<file path="config.mk">
export PLATFORM = sky130hd
export DESIGN_NAME = i2cs_status_ctrl
export DESIGN_NICKNAME = d
export VERILOG_FILES = /design/src/rtl/i2cs_pkg.sv /design/src/rtl/i2cs_flag_cell.sv /design/src/rtl/i2cs_arm_latch.sv /design/src/rtl/i2cs_irq_gen.sv /design/src/rtl/i2cs_status_ctrl.sv
export SDC_FILE = /design/constraint.sdc
export NUM_CORES = 1
export LEC_CHECK = 0
export BUFFER_PORTS_ARGS = -buffer_cell sky130_fd_sc_hd__buf_2
export CORE_AREA = 2 2 39 41
export CTS_CLUSTER_SIZE = 16
export DETAILED_ROUTE_END_ITERATION = 12
export DIE_AREA = 0 0 41 43
export GPL_TIMING_DRIVEN = 0
export PLACE_DENSITY = 0.6
export SYNTH_ARGS = -nofsm -noshare
export SYNTH_HDL_FRONTEND = slang
export SYNTH_SLANG_ARGS = --single-unit
</file>
<file path="constraint.sdc">
create_clock -name clk -period 1.2 [get_ports clk]
set_input_delay 0.06 -clock clk [delete_from_list [all_inputs] [get_ports clk]]
set_output_delay 0.06 -clock clk [all_outputs]
set_load 0.1 [all_outputs]
</file>
<file path="src/rtl/i2cs_pkg.sv">
// Package: shared bit positions and sizes for the I2C status flag block.
// Assumes the status byte layout is fixed by software decoding (start at bit 0).
package i2cs_pkg;
    localparam int NFLAG    = 4;
    localparam int BIT_SB   = 0;
    localparam int BIT_MSL  = 1;
    localparam int BIT_ADSL = 2;
    localparam int BIT_BTF  = 3;
    localparam int NIRQ_SRC = 3;
endpackage

</file>
<file path="src/rtl/i2cs_flag_cell.sv">
// Module: one status flag register with enable gating and set-over-clear priority.
// Assumes set_i and clr_i are single-cycle qualified strobes from the top.
module i2cs_flag_cell (
    input  logic clk,
    input  logic rst_n,
    input  logic en_i,
    input  logic set_i,
    input  logic clr_i,
    output logic q_o
);
    // Flag state: disable forces 0, set beats clear.
    always_ff @(posedge clk) begin
        if (!rst_n)      q_o <= 1'b0;
        else if (!en_i)  q_o <= 1'b0;
        else if (set_i)  q_o <= 1'b1;
        else if (clr_i)  q_o <= 1'b0;
    end
endmodule

</file>
<file path="src/rtl/i2cs_arm_latch.sv">
// Module: records that the status register was read while a two-step flag was set.
// Assumes a status read in the same cycle as a data access re-arms the latch.
module i2cs_arm_latch (
    input  logic clk,
    input  logic rst_n,
    input  logic en_i,
    input  logic sr_rd_i,
    input  logic pend_i,
    input  logic dr_acc_i,
    output logic armed_o
);
    // Arm on qualified status read; any data access disarms.
    always_ff @(posedge clk) begin
        if (!rst_n)                    armed_o <= 1'b0;
        else if (!en_i)                armed_o <= 1'b0;
        else if (sr_rd_i && pend_i)    armed_o <= 1'b1;
        else if (dr_acc_i)             armed_o <= 1'b0;
    end
endmodule

</file>
<file path="src/rtl/i2cs_irq_gen.sv">
// Module: registered interrupt request from a vector of flag sources.
// Assumes sources are already registered flags, so output lags them by one cycle.
module i2cs_irq_gen #(
    parameter int NSRC = 3
) (
    input  logic            clk,
    input  logic            rst_n,
    input  logic            en_i,
    input  logic            irq_en_i,
    input  logic [NSRC-1:0] src_i,
    output logic            irq_o
);
    // Interrupt register: OR of sources, gated by both enables.
    always_ff @(posedge clk) begin
        if (!rst_n) irq_o <= 1'b0;
        else        irq_o <= en_i && irq_en_i && (|src_i);
    end
endmodule

</file>
<file path="src/rtl/i2cs_status_ctrl.sv">
// Module: I2C status flags, two-step clearing, SCL stretch request and interrupt.
// Assumes all ev_* and CPU access inputs are single-cycle strobes in the clk domain.
module i2cs_status_ctrl
    import i2cs_pkg::*;
#(
    parameter int STAT_W = 8
) (
    input  logic              clk,
    input  logic              rst_n,
    input  logic              periph_en,
    input  logic              irq_en,
    input  logic              ack_en,
    input  logic              dir_tx,
    input  logic              sw_start_req,
    input  logic              ev_start_gen,
    input  logic              ev_addr_match,
    input  logic              ev_gen_call,
    input  logic              ev_byte_ack,
    input  logic              ev_addr_done,
    input  logic              ev_stop,
    input  logic              ev_arb_lost,
    input  logic              sr_rd,
    input  logic              dr_rd,
    input  logic              dr_wr,
    output logic [STAT_W-1:0] status_o,
    output logic              scl_hold_o,
    output logic              irq_o
);
    localparam int PAD_W = STAT_W - NFLAG;

    logic [NFLAG-1:0] flag_q;
    logic [NFLAG-1:0] flag_set;
    logic [NFLAG-1:0] flag_clr;
    logic             armed;
    logic             pend;
    logic             dr_acc;
    logic             btf_clr_acc;

    assign pend        = flag_q[BIT_SB] | flag_q[BIT_BTF];
    assign dr_acc      = dr_rd | dr_wr;
    assign btf_clr_acc = dir_tx ? dr_wr : dr_rd;

    // Set and clear conditions per flag.
    always_comb begin
        flag_set           = '0;
        flag_clr           = '0;
        flag_set[BIT_SB]   = ev_start_gen;
        flag_clr[BIT_SB]   = armed && dr_wr;
        flag_set[BIT_MSL]  = sw_start_req;
        flag_clr[BIT_MSL]  = ev_stop || ev_arb_lost;
        flag_set[BIT_ADSL] = ev_addr_match || ev_gen_call;
        flag_clr[BIT_ADSL] = sr_rd;
        flag_set[BIT_BTF]  = ev_addr_done || (ev_byte_ack && (dir_tx || ack_en));
        flag_clr[BIT_BTF]  = armed && btf_clr_acc;
    end

    for (genvar g = 0; g < NFLAG; g++) begin : g_flag
        i2cs_flag_cell u_cell (
            .clk   (clk),
            .rst_n (rst_n),
            .en_i  (periph_en),
            .set_i (flag_set[g]),
            .clr_i (flag_clr[g]),
            .q_o   (flag_q[g])
        );
    end

    i2cs_arm_latch u_arm (
        .clk      (clk),
        .rst_n    (rst_n),
        .en_i     (periph_en),
        .sr_rd_i  (sr_rd),
        .pend_i   (pend),
        .dr_acc_i (dr_acc),
        .armed_o  (armed)
    );

    i2cs_irq_gen #(.NSRC(NIRQ_SRC)) u_irq (
        .clk      (clk),
        .rst_n    (rst_n),
        .en_i     (periph_en),
        .irq_en_i (irq_en),
        .src_i    ({flag_q[BIT_BTF], flag_q[BIT_ADSL], flag_q[BIT_SB]}),
        .irq_o    (irq_o)
    );

    if (PAD_W > 0) begin : g_pad
        assign status_o = {{PAD_W{1'b0}}, flag_q};
    end else begin : g_nopad
        assign status_o = flag_q[STAT_W-1:0];
    end

    assign scl_hold_o = flag_q[BIT_BTF] | flag_q[BIT_ADSL];
endmodule

</file>
==> metrics.csv <==
metric,value,unit
rrSetupSlack,0.23,ns
worst_slack,0.0787,ns
clockBufferDepth,2,
fp.dieH,43,µm
ys_warn_count,0,
rows,14,
drc_errors,0,
netlist_area,295,µm²
crit-reg2reg-capture,u_arm.armed_o$_SDFFE_PN0P_,
pre_cts_ws,0.207,ns
min-delay-start,ev_start_gen,
area_delta_synth_final,59.7,%
viasPerCell,3.99,
finalCriticalPeriod,1.12,ns
rr_startpoint,u_arm.armed_o$_SDFFE_PN0P_,
rsz0062_at_grt,no,
clk_pin_slew,0.04,ns
clock_skew,0.00697,ns
vdd.ir_drop.worst,371,µV
dieWidth,41,µm
syn_inst,36,
final_common_cell,buf_2,
status,finished clean,
maxSlewViolCount,0,
min_path_cells,3,
synthDistinctLibCells,14,
grt_pass1_wl,966,µm
die_area,1760,µm²
clock_latency,0.24,ns
cts_setup_buffers,0,
post-route-period-util,93.4,%
final_nets,83,
grt_pass1_vias,276,
min_to,g_flag[0].u_cell.q_o$_SDFFE_PN0P_,
grt_max_degree,6,
fmax,892,MHz
drt_iter0_markers,7,
totalWireLength,658,µm
drtAntennaViolNets,0,
crit_arrival,1.06,ns
drive_gt1_share,53.1,%
postCtsHoldBufs,0,
crit_fanout,2,
final_area,472,µm²
core,1380,µm²
io_pins,27,
post_cts_resized,3,
cts_tree,yes,
port_buffers,22,
end_kind,output pin,
power_leakage,0.253,nW
cts_made_buffers,3,
gp_congestion,0.658,
crit_required,1.14,ns
diodes,0,
crit_path_start,g_flag[1].u_cell.q_o$_SDFFE_PN0P_,
grt.total_usage,8.84,%
vias,319,
yosys_register_bits,6,
p_per_area,1320,nW/µm²
max_cap_violations,0,
fin_setup_tns,0,ns
worst_setup_path_start_kind,register,
crit_type,register to output pin,
dr.pass1.iters,4,
htree_num_levels,1,
hold_class,input pin to register,
antenna_found_initial,0,
overflow,0,
dpl.hpwl,544,µm
avgSynthCellArea,8.20,µm²
synth_seq_area_share,40.7,%
setup_viol,0,
final-hold-violation-count,0,
cts_sinks,6,
cts-root-buf,clkbuf_4,
layout_common_cells,"buf_2 (18), buf_4 (11), dfxtp_1 (6), a21oi_1 (5)",
reg2reg_depth,3,
wl_per_cell,8.23,µm
start_util,21.3,%
dpl-instance-area,439,µm²
[kinds of logic (layout without fill, tap and decap cells)]
| group | Yosys count | after routing | share of synthesized area [%] |
|---|---|---|---|
| AO/OA/AOI/OAI | 9 | 9 | 17.8 |
| buffers and inverters | 9 | 34 | 21.6 |
| flip-flops | 6 | 6 | 40.7 |
| multiplexers | 1 | 1 | 3.39 |
| other | 1 | 4 | 1.27 |
| AND/OR/NAND/NOR | 10 | 10 | 15.3 |
[through the flow]
step | utilization, % | total power, mW | instances | hold slack (ns)
2_1_floorplan | - | 0.396 | 39 | 0.177
3_3_place_gp | 31.7 | 0.436 | 77 | 0.267
3_5_place_dp | 31.7 | 0.437 | 77 | 0.273
4_1_cts | 33.9 | 0.627 | 80 | 0.0242
5_1_grt | 34.1 | 0.651 | 80 | 0.0298
6_report | 34.1 | 0.621 | 80 | 0.0282
[cell usage after synthesis]
master | count | share of area (%)
mux2i_1 | 1 | 3.4
o2111a_1 | 1 | 3.8
o21ai_0 | 2 | 3.4
buf_4 | 8 | 20
or2_2 | 1 | 2.1
inv_1 | 1 | 1.3
a31oi_1 | 1 | 2.1
dfxtp_1 | 6 | 41
nor2_1 | 4 | 5.1
a21oi_1 | 5 | 8.5
or3_1 | 1 | 2.1
conb_1 | 1 | 1.3
nand2_1 | 3 | 3.8
nand2b_1 | 1 | 2.1
[worst max-delay path by stage]
| stage | to | depth (start not counted) |
|---|---|---|
| after global routing | status_o[1] | 2 |
| final | status_o[1] | 2 |
| after floorplan | u_irq.irq_o$_SDFF_PN0_ | 2 |
| after detailed placement | scl_hold_o | 2 |
| after global placement | scl_hold_o | 2 |
| after CTS | status_o[2] | 2 |
[critical path, cell delays in order, from the launching register on]
cell     delay [ns]
dfxtp_1        0.32
buf_4          0.10
buf_2          0.41
[flip-flops by register name (all words and copies together), names as in the netlist]
name,flops
u_arm.armed_o,1
u_irq.irq_o,1
g_flag.u_cell.q_o,4
[area by class of cell]
class                           count  area [µm²]
Fill cell                         158         912
Multi-Input combinational cell     24         125
Sequential cell                     6         120
Timing Repair Buffer               22         120
Buffer                              8        60.1
Clock buffer                        3        22.5
Tap cell                           16        20.0
Inverter                            1        3.75
[routing by layer]
metal / track usage, % / wire, µm / up-vias
met1: 7.42 / 270 / 132
met5: 0 / 0 / -
met3: 6.81 / 79 / 3
met4: 8.00 / 17 / 0
met2: 12.5 / 290 / 20
li1: - / - / 164
[report_power, final]
group	switching [mW]	internal, mW
sequential	0.00676	0.209
clock	0.0703	0.113
combinational	0.162	0.0600
Power figures use the tool's default switching activity.
